==> config.mk <==
export PLATFORM = sky130hd
export DESIGN_NAME = mod5_rem_step
export DESIGN_NICKNAME = d
export VERILOG_FILES = /design/src/rtl/mod5_pkg.sv /design/src/rtl/mod5_rem_step.sv
export SDC_FILE = /design/constraint.sdc
export NUM_CORES = 1
export LEC_CHECK = 0
export BUFFER_PORTS_ARGS = -buffer_cell sky130_fd_sc_hd__buf_2
export CAP_MARGIN = 20
export CORE_AREA = 2 2 39 41
export DETAILED_ROUTE_END_ITERATION = 16
export DIE_AREA = 0 0 41 43
export GPL_ROUTABILITY_DRIVEN = 0
export SETUP_SLACK_MARGIN = 0.1
export SLEW_MARGIN = 20
export SYNTH_ARGS = -nofsm -noshare
export SYNTH_HDL_FRONTEND = slang
export SYNTH_SLANG_ARGS = --single-unit
==> constraint.sdc <==
create_clock -name vclk -period 1.2
set_clock_uncertainty 0.2 [all_clocks]
set_input_delay 0 -clock vclk [all_inputs]
set_output_delay 0 -clock vclk [all_outputs]
set_load 0.1 [all_outputs]
==> src/rtl/mod5_pkg.sv <==
package mod5_pkg;

  localparam int unsigned MODULUS = 5;
  localparam int unsigned REM_W   = $clog2(MODULUS);

  typedef logic [REM_W-1:0] rem_t;

  localparam rem_t REM_ZERO = '0;

endpackage

==> src/rtl/mod5_rem_step.sv <==
module mod5_rem_step
  import mod5_pkg::*;
(
  input  rem_t rem_q_i,
  input  logic bit_vld_i,
  input  logic bit_i,
  output rem_t rem_d_o,
  output logic hit_o
);

  localparam logic [REM_W:0] MOD_EXT = (REM_W + 1)'(MODULUS);

  logic            legal;
  logic [REM_W:0]  doubled;
  logic [REM_W:0]  reduced;

  assign legal = ({1'b0, rem_q_i} < MOD_EXT);

  always_comb begin
    doubled = {rem_q_i, bit_i};
    if (doubled >= MOD_EXT) begin
      reduced = doubled - MOD_EXT;
    end else begin
      reduced = doubled;
    end
  end

  always_comb begin
    rem_d_o = rem_q_i;
    hit_o   = 1'b0;
    if (bit_vld_i) begin
      if (legal) begin
        rem_d_o = reduced[REM_W-1:0];
        hit_o   = (reduced == '0);
      end else begin
        rem_d_o = REM_ZERO;
        hit_o   = 1'b0;
      end
    end
  end

endmodule

## Yosys cells after proc, flatten, opt, wreduce, memory -nomap -nowiden

Index checks and enable logic that the tools add are counted.
W data, S select, Z words.

| word-level totals | value |
|---|---|
| bits in registers | 0 |
| logic and storage cells | 9 |

| cells by class | value |
|---|---|
| $add $sub $neg | 1 |
| order comparisons | 2 |
| muxes and demuxes | 5 |
| reduce and logical (&&, ||, !) cells | 1 |

Operators with widths:

| cell | number |
|---|---|
| $mux W3 | 2 |
| $ge A4 B3 Y1 const B | 1 |
| $logic_not A4 Y1 | 1 |
| $mux W4 | 1 |
| $sub A4 B3 Y4 const B | 1 |
| $lt A3 B3 Y1 const B | 1 |
| $mux W1 | 2 |

## Longest topological paths before layout

Gate-level depths: netlist (run 1).

| depth | value |
|---|---|
| word-level depth | 5 |
| depth in mapped cells | 6 |
| gate-level depth less buffers | 6 |

## Least setup slack after synthesis (run 1)

OpenSTA, ideal clock, no wires.

| timing path | value |
|---|---|
| path kind | input to output |
| start | input bit_i |
| end | output rem_d_o[2] |
| arrival time | 2.483 ns |
| setup slack | -1.483 ns |
| cell stages on the path | 4 |
| cell sequence | inv_1 -> ha_1 -> nand2_1 -> o21ai_0 |

| on the way | value |
|---|---|
| cells in the longest elaborated chain, start to end | 4 |

Ends and longest elaborated chain:

| what | RTL line | RTL |
|---|---|---|
| from (decl) | mod5_rem_step.sv:6 | `input logic bit_i,` |
| $sub A4 B3 Y4 or $ge A4 B3 Y1 (tied branches) | mod5_rem_step.sv:22, mod5_rem_step.sv:21 |  |
| $mux W4 * | mod5_rem_step.sv:21 | `if (doubled >= MOD_EXT) begin` |
| $mux W3 * | mod5_rem_step.sv:32 | `if (legal) begin` |
| $mux W3 * | mod5_rem_step.sv:31 | `if (bit_vld_i) begin` |
| to (decl) | mod5_rem_step.sv:7 | `output rem_t rem_d_o,` |

Every way passes the cells marked *; elsewhere a longest branch is shown, timed or not.

## Worst setup path in the final report (run 1)

| timing path | value |
|---|---|
| start | input rem_q_i[0] |
| end | output rem_d_o[1] |

| on the way | value |
|---|---|
| cells in the longest elaborated chain, start to end | 4 |

Ends and longest elaborated chain:

| what | RTL line | RTL |
|---|---|---|
| from (decl) | mod5_rem_step.sv:4 | `input rem_t rem_q_i,` |
| $sub A4 B3 Y4 or $ge A4 B3 Y1 (tied branches) | mod5_rem_step.sv:22, mod5_rem_step.sv:21 |  |
| $mux W4 | mod5_rem_step.sv:21 |  |
| $mux W3 * | mod5_rem_step.sv:32 |  |
| $mux W3 * | mod5_rem_step.sv:31 |  |

Marked as above.

==> flow_metrics.tcl, run 1 <==
set metrics [dict create \
    wl_met1_um 310 \
    grt_pass1_wl_um 1207 \
    period_share 1.229 \
    viasPerCell 4.500 \
    final-hold-violation-count 0 \
    wl_met2_um 376 \
    slew_viol_final 0 \
    min_path_type "in -> out" \
    wl_met3_um 25 \
    outcome "finished with violations" \
    endpoint "rem_d_o[1]" \
    num-clock-buffers 0 \
    wl_per_cell_um 11.50 \
    crit_path_end_kind "output port" \
    path_class "in -> out" \
    fin_crit_ns 1.474 \
    hpwl_um 555.5 \
    crit_slowest_cell "mux2_4" \
    synth_compound_area_frac 0.3851 \
    dieHeight_um 43 \
    vdd_ir_drop_max_uv 266.6 \
    finish.utilization 0.3680 \
    synthAdderAreaFrac 0.1149 \
    synth_top_family_by_area "compound AO/OA/AOI/OAI gates" \
    final_common_cell "buf_4" \
    wirelength_um 713 \
    setup_ws_ns -0.2742 \
    worstPathRequired_ns 1.00 \
    synth_area_um2 217.7 \
    setup_viol 4 \
    dieWidth_um 41 \
    seq_cells 0 \
    whs_ns 0.2811 \
    critPathLaunch "rem_q_i[0]" \
    final_nets 55 \
    power_leakage_nw 0.1933 \
    grt_setup_unrepaired "yes" \
    first_iter_violations 5 \
    violations "setup timing" \
    drtAntennaViolNets 0 \
    port_buffers 9 \
    die-area_um2 1763 \
    antenna_found_initial 0 \
    grt_use_total 0.09209 \
    drive_gt1_frac 0.6522 \
    critPathMaxStageDelay_ns 0.31 \
    io-pin-count 9 \
    crit_arrival_ns 1.27 \
    netlist-cell-type-count 20 \
    antenna_cells 0 \
    p_per_area_nw_per_um2 552.1 \
    syn_nets 38 \
    fp-row-count 14 \
    crit_path_max_fanout 3 \
    syn_inst 31 \
    drc_errors 0 \
    highest_layer "met3" \
    start_util 0.1573 \
    syn2layout_area_growth_pct 133.9 \
    slew_headroom 0.8322 \
    synth_mux_area_frac 0.05172 \
    synth_xor_area_frac 0.04023 \
    seq_area_frac_synth 0 \
    num_vias 279 \
    synth-simple-area-share 0.2989 \
    cts-hold-fix-buffers 0 \
    ys_warn_count 0 \
    syn_area_per_cell_um2 7.023 \
    mostFrequentLayoutCells "buf_4, nand2_1, buf_2, buf_12" \
    tightest_slew_ns 0.2518 \
    path_cells "buf_8 -> clkinvlp_4 -> ha_4 -> nand2b_4 -> nand2_4 -> mux2_4 -> o22ai_4 -> buf_12" \
    grt_max_degree 10 \
    drv_cap 0 \
    ff_latch_area_um2 0 \
    timing.fmax_mhz 678.3 \
    core_um2 1384 \
    grt_pass1_vias 265 \
    drtPass1Iterations 3 \
    critPathLaunchType "input port" \
    grt_overflow 0 \
]
## routing by layer
layer	vias up	global-route usage
met5	-	0
met4	0	0
met3	0	0.005236
met2	5	0.1469
met1	133	0.1401
li1	141	-
## repair_timing
| item | in CTS | in global routing |
|---|---|---|
| setup endpoints to repair | 4 | 4 |
| pin swaps | 2 | 1 |
| hold endpoints to repair | 0 | 0 |
| buffers inserted | 1 | 0 |
| gates cloned | 0 | 0 |
| resized for setup | 4 | 2 |
## worst min-delay path by stage
stage	start	end	slack [ns]	cells past startpoint
after floorplan	rem_q_i[2]	rem_d_o[1]	-0.005	1
after global placement	rem_q_i[2]	rem_d_o[1]	0.27	3
after detailed placement	bit_vld_i	hit_o	0.27	3
after CTS	bit_vld_i	hit_o	0.27	3
after global routing	bit_vld_i	hit_o	0.30	3
final	bit_vld_i	hit_o	0.28	3
## kinds of logic after synthesis
kind of cell | count (synthesis)
AO/OA/AOI/OAI | 9
XOR/XNOR | 1
adder cells (fa/ha/maj) | 2
buffers and inverters | 5
multiplexers | 1
AND/OR/NAND/NOR | 13
## final cells by class
class / count / area (um2)
Fill cell: 137 / 874.6
Timing Repair Buffer: 17 / 178.9
Tap cell: 16 / 20.02
Multi-Input combinational cell: 26 / 295.3
Inverter: 3 / 15.01
## report_power, final
group / internal, W / switching, W
registers: 0 / 0
clock network: 0 / 0
logic: 0.000121 / 0.000160
total: 0.000121 / 0.000160
## worst max-delay path: cells and delay by family
kind | cells | cell delay, ns
compound gates | 1 | 0.17
fa+ha+maj | 1 | 0.18
mux | 1 | 0.31
simple gates | 2 | 0.23
buf+inv | 3 | 0.39
## cell usage after synthesis (all sizes together), types with 2 or more instances
library cell | instances | area share
nor2 | 2 | 0.034
inv | 3 | 0.052
nand2 | 6 | 0.10
ha | 2 | 0.11
nand2b | 3 | 0.098
o21ai | 2 | 0.046
## metrics by stage
step	total power [W]	setup TNS (ns)	cell area, um2	cells	worst slack [ns]
floorplan	0.0001675	-1.091	299.0	31	-0.4106
global placement	0.0002574	-0.9833	464.2	61	-0.3342
detailed placement	0.0002615	-1.082	464.2	61	-0.3510
CTS	0.0002791	-0.8686	500.5	62	-0.2909
global route	0.0002967	-1.106	509.2	62	-0.3294
finish	0.0002811	-0.8699	509.2	62	-0.2742
Power figures use the tool's default switching activity.
==> run 2, diff against run 1 <==
Clock period 1.2 ns to 1.9 ns, I/O delays scaled along.
==> flow_metrics.tcl, run 2 (synthesis gave the netlist of run 1 again) <==
set metrics [dict create \
    vdd_ir_drop_max_uv 172.5 \
    fillers 145 \
    drive_gt1_frac 0.3947 \
    timing.fmax_mhz 585.1 \
    wl_met2_um 278 \
    period_share 0.8996 \
    p_sw_w 0.00008667 \
    wirelength_um 558 \
    worstPathRequired_ns 1.70 \
    seq_cells 0 \
    die-area_um2 1763 \
    crit_path_max_fanout 6 \
    num_vias 248 \
    finish.utilization 0.2441 \
    syn2layout_area_growth_pct 55.17 \
    highest_layer "met3" \
    drc_errors 0 \
    critPathBufInv 3 \
    mostFrequentLayoutCells "buf_2, nand2_1, inv_1, buf_12" \
    hold_start "rem_q_i[2]" \
    first_iter_violations 9 \
    drtPass1Iterations 4 \
    num-clock-buffers 0 \
    crit_arrival_ns 1.51 \
    start_util 0.1573 \
    io-pin-count 9 \
    slew_viol_final 0 \
    setup_ws_ns 0.1908 \
    critPathLaunch "rem_q_i[0]" \
    fin_crit_ns 1.709 \
    grt_setup_unrepaired "no" \
    p_per_area_nw_per_um2 386.3 \
    final_nets 47 \
    grt_pass1_vias 227 \
    outcome "completed" \
    swShare 0.6642 \
    p_comb_frac 1.000 \
    grt_max_degree 10 \
    cts_setup_buffers 0 \
    min_path_type "in -> out" \
    grt_use_total 0.07992 \
    drtAntennaViolNets 0 \
    fp-row-count 14 \
    crit_family "buffers and inverters" \
    slew_headroom 0.6760 \
    crit_slowest_cell "mux2_2" \
    setup_viol 0 \
    drv_cap 0 \
    core_um2 1384 \
    power_frac_clock 0 \
    ff_latch_area_um2 0 \
    port_buffers 9 \
    antenna_cells 0 \
    path_cells "buf_2 -> inv_1 -> ha_1 -> nand2b_2 -> nand2_2 -> mux2_2 -> o22ai_4 -> buf_12" \
    cts-hold-fix-buffers 0 \
    antenna_found_initial 0 \
    post-place-ws_ns 0.1630 \
    final-hold-violation-count 0 \
    dieHeight_um 43 \
    grt_pass1_wl_um 1048 \
    viasPerCell 4.593 \
    critPathLaunchType "input port" \
    seqPwrFrac 0 \
    crit_path_end_kind "output port" \
    wl_met1_um 245 \
    path_class "in -> out" \
    internal_power_w 0.00004382 \
    critPathMaxStageDelay_ns 0.35 \
    grt_overflow 0 \
    dieWidth_um 41 \
    wl_met3_um 33 \
    final_common_cell "buf_2" \
    hpwl_um 461.3 \
    power_leakage_nw 0.1321 \
    wl_per_cell_um 10.33 \
    tightest_slew_ns 0.4894 \
    whs_ns 0.2799 \
]
[run 2: cell count changes in the layout (fill, tap and decap cells not counted), sizes merged]
cell	before	now
clkinvlp	1	0
inv	2	3
buf	17	9
[run 2: power by group through the flow]
stage | Clock (W) | Combinational [W] | Sequential (W)
finish | 0 | 0.000130 | 0
global route | 0 | 0.000138 | 0
CTS | 0 | 0.000130 | 0
detailed placement | 0 | 0.000130 | 0
global placement | 0 | 0.000129 | 0
floorplan | 0 | 0.0000903 | 0
[run 2: routing by layer]
metal	global-route usage	up-vias
met5	0	-
met4	0	0
met3	0	0
met2	0.1188	8
met1	0.1329	113
li1	-	127
[run 2: what timing repair did]
| action | in CTS | in global routing |
|---|---|---|
| endpoints found under the setup margin | 0 | 1 |
| gates resized for setup | 0 | 2 |
| hold endpoints to repair | 0 | 0 |
[run 2: tightest hold or removal path, stage by stage]
cell and delay, ns:
buf_2 0.20, o22ai_4 0.11, buf_12 0.16
[run 2: final cells by class]
class	instances	area, um2	share of cell area
multi-input cells	26	216.5	0.6407
inverters	3	11.26	0.03333
repair buffers	9	90.09	0.2667
well taps	16	20.02	0.05926
[run 2: worst paths after layout]
kind                     end  slack, ns  cells past startpoint
setup / recovery  rem_d_o[1]       0.19                      8
hold / removal    rem_d_o[1]       0.28                      3
[run 2: through the flow]
step	power, W	instance area [um2]	TNS, ns	cells
2_1_floorplan	0.00009032	237.7	-0.03896	31
3_3_place_gp	0.0001288	335.3	0	54
3_5_place_dp	0.0001295	335.3	0	54
4_1_cts	0.0001300	335.3	0	54
5_1_grt	0.0001380	337.8	0	54
6_report	0.0001305	337.8	0	54
